### config.mk
export PLATFORM = sky130hd
export DESIGN_NAME = mbx_msg_bridge
export DESIGN_NICKNAME = d
export VERILOG_FILES = /design/src/rtl/mbx_pkg.sv /design/src/rtl/mbx_fifo.sv /design/src/rtl/mbx_mailbox.sv /design/src/rtl/mbx_host_regs.sv /design/src/rtl/mbx_msg_bridge.sv
export SDC_FILE = /design/constraint.sdc
export NUM_CORES = 1
export LEC_CHECK = 0
export ABC_CLOCK_PERIOD_IN_PS = 6700
export CORE_MARGIN = 3
export CORE_UTILIZATION = 50
export CTS_CLUSTER_SIZE = 40
export DETAILED_ROUTE_END_ITERATION = 10
export PLACE_DENSITY = 0.88
export SLEW_MARGIN = 10
export SYNTH_ARGS = -nofsm -noshare
export SYNTH_HDL_FRONTEND = slang
export SYNTH_SLANG_ARGS = --single-unit
### constraint.sdc
create_clock -name clk -period 6.7 [get_ports clk]
set_clock_uncertainty 0.05 [all_clocks]
set_input_delay 1.005 -clock clk [delete_from_list [all_inputs] [get_ports clk]]
set_output_delay 1.005 -clock clk [all_outputs]
set_load 0.05 [all_outputs]
### src/rtl/mbx_pkg.sv
package mbx_pkg;
  localparam int unsigned DATA_W = 32;
  localparam int unsigned ADDR_W = 3;
  localparam int unsigned WP_W   = DATA_W - 1;

  typedef enum logic [ADDR_W-1:0] {
    A_DATA  = 3'd0,
    A_STAT  = 3'd1,
    A_CTRL  = 3'd2,
    A_MBOX  = 3'd3,
    A_WATCH = 3'd4
  } addr_e;

  // status bit positions (software decodes these)
  localparam int unsigned ST_OUT_NE  = 16;
  localparam int unsigned ST_IN_NF   = 17;
  localparam int unsigned ST_OUT_NF  = 18;
  localparam int unsigned ST_IN_NE   = 19;
  localparam int unsigned ST_MB_IRQ  = 20;
  localparam int unsigned ST_IN_IRQ  = 21;
  localparam int unsigned ST_OUT_IRQ = 22;
  localparam int unsigned ST_WP_IRQ  = 23;

  // control bit positions
  localparam int unsigned CT_OUT_EN = 16;
  localparam int unsigned CT_IN_EN  = 17;
  localparam int unsigned CT_OUT_WR = 24;
  localparam int unsigned CT_IN_WR  = 25;

  localparam logic [DATA_W-1:0] CTRL_MASK  = 32'h0303_0000;
  localparam logic [DATA_W-1:0] MBOX_CLEAR = 32'h0000_F0F0;
endpackage

### src/rtl/mbx_fifo.sv
module mbx_fifo #(
  parameter int unsigned W     = 32,
  parameter int unsigned DEPTH = 2
) (
  input  logic         clk,
  input  logic         rst,
  input  logic         push,
  input  logic [W-1:0] pdata,
  input  logic         pop,
  output logic [W-1:0] head,
  output logic         not_empty,
  output logic         not_full
);
  localparam int unsigned PTR_W = (DEPTH > 1) ? $clog2(DEPTH) : 1;
  localparam int unsigned CNT_W = $clog2(DEPTH + 1);

  logic [W-1:0]     mem [DEPTH];
  logic [PTR_W-1:0] wptr, rptr;
  logic [CNT_W-1:0] count;
  logic             do_push, do_pop;

  assign not_empty = (count != '0);
  assign not_full  = (count != CNT_W'(DEPTH));
  assign do_push   = push && not_full;
  assign do_pop    = pop && not_empty;
  assign head      = not_empty ? mem[rptr] : '0;

  function automatic logic [PTR_W-1:0] nxt(input logic [PTR_W-1:0] p);
    return (p == PTR_W'(DEPTH - 1)) ? '0 : p + 1'b1;
  endfunction

  // storage has no reset so it can map onto RAM
  always_ff @(posedge clk) begin
    if (do_push) mem[wptr] <= pdata;
  end

  always_ff @(posedge clk) begin
    if (rst) begin
      wptr  <= '0;
      rptr  <= '0;
      count <= '0;
    end else begin
      if (do_push) wptr <= nxt(wptr);
      if (do_pop)  rptr <= nxt(rptr);
      case ({do_push, do_pop})
        2'b10:   count <= count + 1'b1;
        2'b01:   count <= count - 1'b1;
        default: count <= count;
      endcase
    end
  end
endmodule

### src/rtl/mbx_mailbox.sv
module mbx_mailbox
  import mbx_pkg::*;
(
  input  logic              clk,
  input  logic              rst,
  input  logic              wr,
  input  logic [DATA_W-1:0] wdata,
  input  logic              ack,
  output logic [DATA_W-1:0] value,
  output logic              pending
);
  always_ff @(posedge clk) begin
    if (rst) begin
      value   <= '0;
      pending <= 1'b0;
    end else if (wr) begin
      if (wdata == MBOX_CLEAR) begin
        value   <= '0;
        pending <= 1'b0;
      end else begin
        value   <= wdata;
        pending <= 1'b1;
      end
    end else if (ack) begin
      pending <= 1'b0;
    end
  end
endmodule

### src/rtl/mbx_host_regs.sv
module mbx_host_regs
  import mbx_pkg::*;
(
  input  logic              clk,
  input  logic              rst,
  input  logic [ADDR_W-1:0] host_addr,
  input  logic              host_wr,
  input  logic              host_rd,
  input  logic [DATA_W-1:0] host_wdata,
  output logic [DATA_W-1:0] host_rdata,
  output logic              host_irq,
  output logic              in_push,
  output logic              out_pop,
  output logic              wp_pop,
  output logic              mbox_wr,
  output logic              out_wr_en,
  input  logic [DATA_W-1:0] out_head,
  input  logic [WP_W-1:0]   wp_head,
  input  logic              in_ne,
  input  logic              in_nf,
  input  logic              out_ne,
  input  logic              out_nf,
  input  logic              wp_ne,
  input  logic [DATA_W-1:0] mbox_value,
  input  logic              mbox_pending
);
  logic [DATA_W-1:0] ctl, status, rd_mux;
  addr_e             a;

  assign a         = addr_e'(host_addr);
  assign in_push   = host_wr && (a == A_DATA) && ctl[CT_IN_WR];
  assign out_pop   = host_rd && (a == A_DATA);
  assign wp_pop    = host_rd && (a == A_WATCH);
  assign mbox_wr   = host_wr && (a == A_MBOX);
  assign out_wr_en = ctl[CT_OUT_WR];

  always_comb begin
    status             = '0;
    status[ST_OUT_NE]  = out_ne;
    status[ST_IN_NF]   = in_nf;
    status[ST_OUT_NF]  = out_nf;
    status[ST_IN_NE]   = in_ne;
    status[ST_MB_IRQ]  = mbox_pending;
    status[ST_IN_IRQ]  = in_ne && (ctl[CT_IN_EN] || ctl[CT_IN_WR]);
    status[ST_OUT_IRQ] = out_ne && (ctl[CT_OUT_EN] || ctl[CT_OUT_WR]);
    status[ST_WP_IRQ]  = wp_ne;
  end

  always_comb begin
    case (a)
      A_DATA:  rd_mux = out_head;
      A_STAT:  rd_mux = status;
      A_CTRL:  rd_mux = ctl;
      A_MBOX:  rd_mux = mbox_value;
      A_WATCH: rd_mux = wp_ne ? {1'b1, wp_head} : '0;
      default: rd_mux = '0;
    endcase
  end

  always_ff @(posedge clk) begin
    if (rst) begin
      ctl        <= '0;
      host_rdata <= '0;
      host_irq   <= 1'b0;
    end else begin
      if (host_wr && (a == A_CTRL)) ctl <= host_wdata & CTRL_MASK;
      if (host_rd) host_rdata <= rd_mux;
      host_irq <= |status[ST_WP_IRQ:ST_MB_IRQ];
    end
  end
endmodule

### src/rtl/mbx_msg_bridge.sv
module mbx_msg_bridge
  import mbx_pkg::*;
#(
  parameter int unsigned IN_DEPTH  = 2,
  parameter int unsigned OUT_DEPTH = 2,
  parameter int unsigned WP_DEPTH  = 2
) (
  input  logic              clk,
  input  logic              rst,
  input  logic [ADDR_W-1:0] host_addr,
  input  logic              host_wr,
  input  logic              host_rd,
  input  logic [DATA_W-1:0] host_wdata,
  output logic [DATA_W-1:0] host_rdata,
  output logic              host_irq,
  input  logic              cp_in_pop,
  output logic [DATA_W-1:0] cp_in_data,
  output logic              cp_in_valid,
  input  logic              cp_out_push,
  input  logic [DATA_W-1:0] cp_out_data,
  output logic              cp_out_ready,
  input  logic              cp_wp_push,
  input  logic [WP_W-1:0]   cp_wp_data,
  input  logic              cp_mbox_ack,
  output logic [DATA_W-1:0] cp_mbox_data,
  output logic              cp_mbox_pending
);
  logic              in_push, out_pop, wp_pop, mbox_wr, out_wr_en;
  logic              in_nf, out_ne, out_nf, wp_ne, wp_nf;
  logic [DATA_W-1:0] out_head;
  logic [WP_W-1:0]   wp_head;

  mbx_fifo #(.W(DATA_W), .DEPTH(IN_DEPTH)) u_in (
    .clk(clk), .rst(rst), .push(in_push), .pdata(host_wdata),
    .pop(cp_in_pop), .head(cp_in_data), .not_empty(cp_in_valid),
    .not_full(in_nf));

  mbx_fifo #(.W(DATA_W), .DEPTH(OUT_DEPTH)) u_out (
    .clk(clk), .rst(rst), .push(cp_out_push && out_wr_en),
    .pdata(cp_out_data), .pop(out_pop), .head(out_head),
    .not_empty(out_ne), .not_full(out_nf));

  mbx_fifo #(.W(WP_W), .DEPTH(WP_DEPTH)) u_wp (
    .clk(clk), .rst(rst), .push(cp_wp_push), .pdata(cp_wp_data),
    .pop(wp_pop), .head(wp_head), .not_empty(wp_ne), .not_full(wp_nf));

  mbx_mailbox u_mbox (
    .clk(clk), .rst(rst), .wr(mbox_wr), .wdata(host_wdata),
    .ack(cp_mbox_ack), .value(cp_mbox_data), .pending(cp_mbox_pending));

  mbx_host_regs u_regs (
    .clk(clk), .rst(rst), .host_addr(host_addr), .host_wr(host_wr),
    .host_rd(host_rd), .host_wdata(host_wdata), .host_rdata(host_rdata),
    .host_irq(host_irq), .in_push(in_push), .out_pop(out_pop),
    .wp_pop(wp_pop), .mbox_wr(mbox_wr), .out_wr_en(out_wr_en),
    .out_head(out_head), .wp_head(wp_head), .in_ne(cp_in_valid),
    .in_nf(in_nf), .out_ne(out_ne), .out_nf(out_nf), .wp_ne(wp_ne),
    .mbox_value(cp_mbox_data), .mbox_pending(cp_mbox_pending));

  assign cp_out_ready = out_nf;

  // the watch not-full flag is not reported anywhere
  logic wp_nf_unused;
  assign wp_nf_unused = wp_nf;
endmodule

; Yosys cells after proc, flatten, opt, wreduce, memory -nomap -nowiden
; Memories as Yosys holds them, arrays and structs flattened. A register that Yosys moved wholly into a read port is not among the register bits.
; Index checks and enable logic that the tools add are counted.
[classes]
add_sub_neg = 12
n_mul = 0
div_mod_pow = 0
n_lt_le_gt_ge = 0
n_eq_ne = 14
n_shift = 0
muxes = 29
bitwise_logic = 0
reduce_logical = 26
[ops]
columns = operator, n
row1 = one-hot mux 32 bit (5 select lines), 1
row2 = two-way mux 32 bit, 4
row3 = == test 32 x 16 -> 1 bit (second input constant), 1
row4 = two-way mux 1 bit, 21
row5 = logical AND 1 bit, 15
row6 = nonzero test 2 bit, 7
row7 = one-hot mux 2 bit (2 select lines), 3
row8 = adder 1 bit (second input constant), 6
row9 = adder 2 x 1 -> 2 bit (second input constant), 3
row10 = == test 2 x 1 -> 1 bit (second input constant), 3
row11 = == test 2 bit (second input constant), 3
row12 = == test 3 x 2 -> 1 bit (second input constant), 2
row13 = inequality test 2 bit (second input constant), 3
row14 = subtractor 2 x 1 -> 2 bit (second input constant), 3
row15 = OR reduction 4 bit, 1
row16 = == test 3 x 1 -> 1 bit (second input constant), 1
row17 = == test 3 bit (second input constant), 1
row18 = zero test 3 bit, 1
row19 = logical OR 1 bit, 2
[word_totals]
ff_bits = 82
latchBits = 0
mem_bits_rw = 190
rom_bits = 0
out_inout_bits = 100
word_cells = 98
memories = 3
[memory_table]
columns = memory, depth, word_bits, read_ports, rd_clocked_by_memory_dff, write_ports, line
row1 = u_in.mem, 2, 32, 1, 1, 1, mbx_fifo.sv:17  ; logic [W-1:0] mem [DEPTH];
row2 = u_out.mem, 2, 32, 1, 1, 1, mbx_fifo.sv:17
row3 = u_wp.mem, 2, 31, 1, 1, 1, mbx_fifo.sv:17

; Logic depth before layout (Yosys ltp)
[logic_depth]
depth_word = 6
depth_mapped = 9
ltp_nobuf = 7

; Modules after synthesis
; From an unflattened synthesis, not the netlist that was laid out.
[unflattened]
cells_unflattened = 833
hier_area_um2 = 11085.6
[modules_own_cells]
columns = module, n_inst, cells_each, area_each_um2, seq_area_each_um2
row1 = mbx_fifo at u_in ..., 2, 161, 2630.0, 2021.9
row2 = mbx_fifo at u_wp, 1, 157, 2547.4, 1961.9
row3 = mbx_host_regs, 1, 224, 1945.6, 740.7
row4 = mbx_mailbox, 1, 129, 1326.3, 660.6
row5 = mbx_msg_bridge, 1, 1, 6.3, 0.0

; Worst setup path after synthesis
; Ideal clock, no wire load.
[synth_path]
kind = in2reg
start = input host_addr[0]
end = memory u_in.mem[0][0], enable pin
setup_ns = 0.421
t_arrival_ns = 3.393
required_time_ns = 6.229
setup_slack_ns = 2.836
stages = 6
path_cell_list = buf_6 -> or3_1 -> buf_6 -> nor3_1 -> inv_1 -> nor2_1
[synth_between]
elab_chain_len = 6
[synth_lines]
columns = element, line
row1 = from (decl), mbx_msg_bridge.sv:10  ; input logic [ADDR_W-1:0] host_addr,
row2 = zero test 3 bit, mbx_host_regs.sv:31  ; assign in_push = host_wr && (a == A_DATA) && ctl[CT_IN_WR];
row3 = logical AND 1 bit (2 in a row), mbx_host_regs.sv:31
row4 = logical AND 1 bit, mbx_fifo.sv:24  ; assign do_push = push && not_full;
row5 = two-way mux 1 bit, mbx_fifo.sv:34  ; if (do_push) mem[wptr] <= pdata;
row6 = two-way mux 1 bit (implied by the code), mbx_fifo.sv:34
row7 = to (decl), mbx_fifo.sv:17
; No other way between the ends.

==> out/results.ini <==
[critical_path]
crit_chain = mux2i_1 > nor2_1 > clkdlybuf4s50_1
path_buf_inv = 1
worstReg2RegStart = u_in.count[0]
reg2reg_slack_ns = 4.60
cp-endpoint = cp_in_data[17]
cp_max_fo = 32
ff2ff_path_depth = 3
path_class = register to output port
r2r-end = u_in.mem[1][2]
critPathArrivalTime_ns = 2.71
cp_top_family = flip-flops
cp_data_required_time_ns = 5.64
cp_num_cells = 3
cp-end-kind = output port
cp-start-kind = register
critPathMaxStageDelay_ns = 0.97
critPathSlowestCell = dfxtp_2

[synth]
synth_cell_type_count = 51
synth-edff-count = 190
synth_xor_area_share_pct = 0.896
synth_compound_area_share_pct = 9.35
synth.most_common_cell = edfxtp_1
ys_ff_latch = 275
syn_inst = 754
ys.flop_type = edfxtp_1
synth_top_family_by_area = multiplexers
synth.cell_area_um2 = 10800
synth.area.top_cells = edfxtp_1 (53%), dfxtp_1 (16%), mux2i_1 (5.2%)
synth_commonest_cells = edfxtp_1 (190), dfxtp_1 (85), nor2_1 (74)
yosys.area_share.simple_pct = 7.75
ys_async_sr_fraction_pct = 0
synth_fa_ha_area_share_pct = 0.349
synth_top_area_share_pct = 53.1
synth_area_leader_cell = edfxtp_1
yosysSeqAreaShare_pct = 68.9
avgSynthCellArea_um2 = 14.3
muxShareOfSynthArea_pct = 10.3
synth_fp_nets = 863
yosysWarnings = 0

[power]
peakVddDrop_uv = 230
combPwrFrac_pct = 6.8
clockPowerShare_pct = 41.2
powerDensity_nw_per_um2 = 260
sw_frac_of_total_pct = 20.9
pwr-share-seq_pct = 52.0
switchingPower_w = 0.000757
power.leakage_nw = 4.51
p_int_w = 0.00286

[clock_tree]
clockBufferDepth = 3
worstSkewPairLatency_ns = 0.52
cts_made_buffers = 27
cts-root-buf = clkbuf_16
cts_sinks = 275
cts_setup_buffers = 0
cts_htree_levels = 1
ctsResizeCount = 0
path_clk_slew_ns = 0.06
cts_tree = yes
ctsHoldBuffers = 0

[drt]
drc = 0
post_drt_wl_per_cell_um = 21.1
vias = 7011
first_iter_violations = 546
first_pass_iters = 6
postRouteAntennaNets = 0
avgViaCountPerCell = 5.61
wirelength_um = 26400

[placement]
globalplace.congestion = 0.830
hpwl_um = 18100
port_buffers = 205

[grt]
grt_pass1_wl_um = 40200
overflow = 0
grt_max_degree = 55
grt_pass1_vias = 7054
antenna_found_initial = 0
grtUsageTotal_pct = 21.8

[floorplanning]
floorplan.initialDensity_pct = 51.0
die_h_um = 153
die_area_um2 = 23300
io_pins = 206
core_um2 = 21100
placementRows = 53
die-width_um = 153

[sta]
slew_violations = 0
min_period_ns = 3.77
setup_viol = 0
hold_viol = 0
finalSetupTns_ns = 0
rsz0062_at_grt = no
slew_headroom_pct = 22.8
min_period_over_period_pct = 56.2
tightestPinTransition_ns = 1.16
fmax_mhz = 265

[final_layout]
synthToLayoutAreaGrowth_pct = 29.3
antenna_cells = 0
multi_input_area_um2 = 3110
nFillCells = 1525
post-route-util_pct = 65.9
register_area_um2 = 7410
drive_gt1_share_pct = 12.3
final_nets = 1064

[status]
status = finished clean

[flow_run]
drv_cap = 0

[hold_path]
min_path_type = register to register
hold_depth = 2

==> worst min path at each step <==
stage,end,start
3_3_place_gp,u_regs.host_rdata[20],u_regs.host_rdata[20]
2_1_floorplan,register,u_wp.rptr
3_5_place_dp,u_regs.host_rdata[20],u_regs.host_rdata[20]
5_1_grt,u_regs.host_rdata[20],u_regs.host_rdata[20]
6_report,u_regs.host_rdata[16],u_regs.host_rdata[16]
4_1_cts,u_regs.host_rdata[16],u_regs.host_rdata[16]
==> final cells by class <==
class	instances	share of cell area [%]
Tap cell	275	2.47
Inverter	9	0.243
Timing Repair Buffer	216	15.3
Clock buffer	37	5.35
Clock inverter	12	0.999
Sequential cell	275	53.3
Multi-Input combinational cell	426	22.3
==> worst register-to-register path, cell delays in order, from the launching register on <==
cell     delay (ns)
dfxtp_1        0.48
nor2b_1        0.11
nor3_1         0.35
and2_2         0.72
==> power by group through the flow <==
stage                     clock (W)  sequential [W]  combinational [W]
final                       0.00149         0.00188           0.000245
after global routing        0.00159         0.00188           0.000261
after CTS                   0.00152         0.00188           0.000246
after detailed placement          0         0.00192           0.000245
after global placement            0         0.00191           0.000238
after floorplan                   0         0.00193          0.0000988
==> per-layer routing <==
layer  up-vias  track usage (%)  wire, um
met5         -                0         0
met4         0             7.42       906
met3        55             4.40      2120
met2       344             36.3     12600
met1      3365             28.9     10700
li1       3247                -         -
==> kinds of logic after synthesis <==
logic type / after synthesis
buf+inv: 53
simple gates: 164
fa+ha+maj: 3
xor+xnor: 11
compound gates: 143
mux: 105
flops: 275
==> cell usage in the layout (no fill, tap or decap), drive strengths merged, types with 9 or more instances in the layout <==
cell,n
clkdlybuf4s50,204
inv,9
nor2b,24
dfxtp,85
a211oi,21
a22o,32
clkbuf,37
edfxtp,190
nor2,79
buf,12
nor3,19
mux2i,56
nand2,16
a22oi,21
a21oi,39
mux2,49
==> flip-flops by register name (all words and copies together) (netlist names), 4 cells and up, named ones only <==
register,count
u_regs.host_rdata,32
u_mbox.value,32
u_wp.mem,62
u_regs.ctl,4
u_in.mem,64
u_out.mem,64
==> through the flow <==
stage | power [W] | area [um2] | hold WS (ns) | instances | worst slack, ns
6_report | 0.00362 | 13900 | 0.421 | 1250 | 2.93
5_1_grt | 0.00374 | 13900 | 0.450 | 1250 | 2.84
4_1_cts | 0.00364 | 13900 | 0.425 | 1250 | 2.88
3_3_place_gp | 0.00215 | 13000 | 0.407 | 1201 | 2.75
3_5_place_dp | 0.00216 | 13000 | 0.411 | 1201 | 2.63
2_1_floorplan | 0.00203 | 10800 | 0.415 | 754 | 2.84
Power figures use the tool's default switching activity.
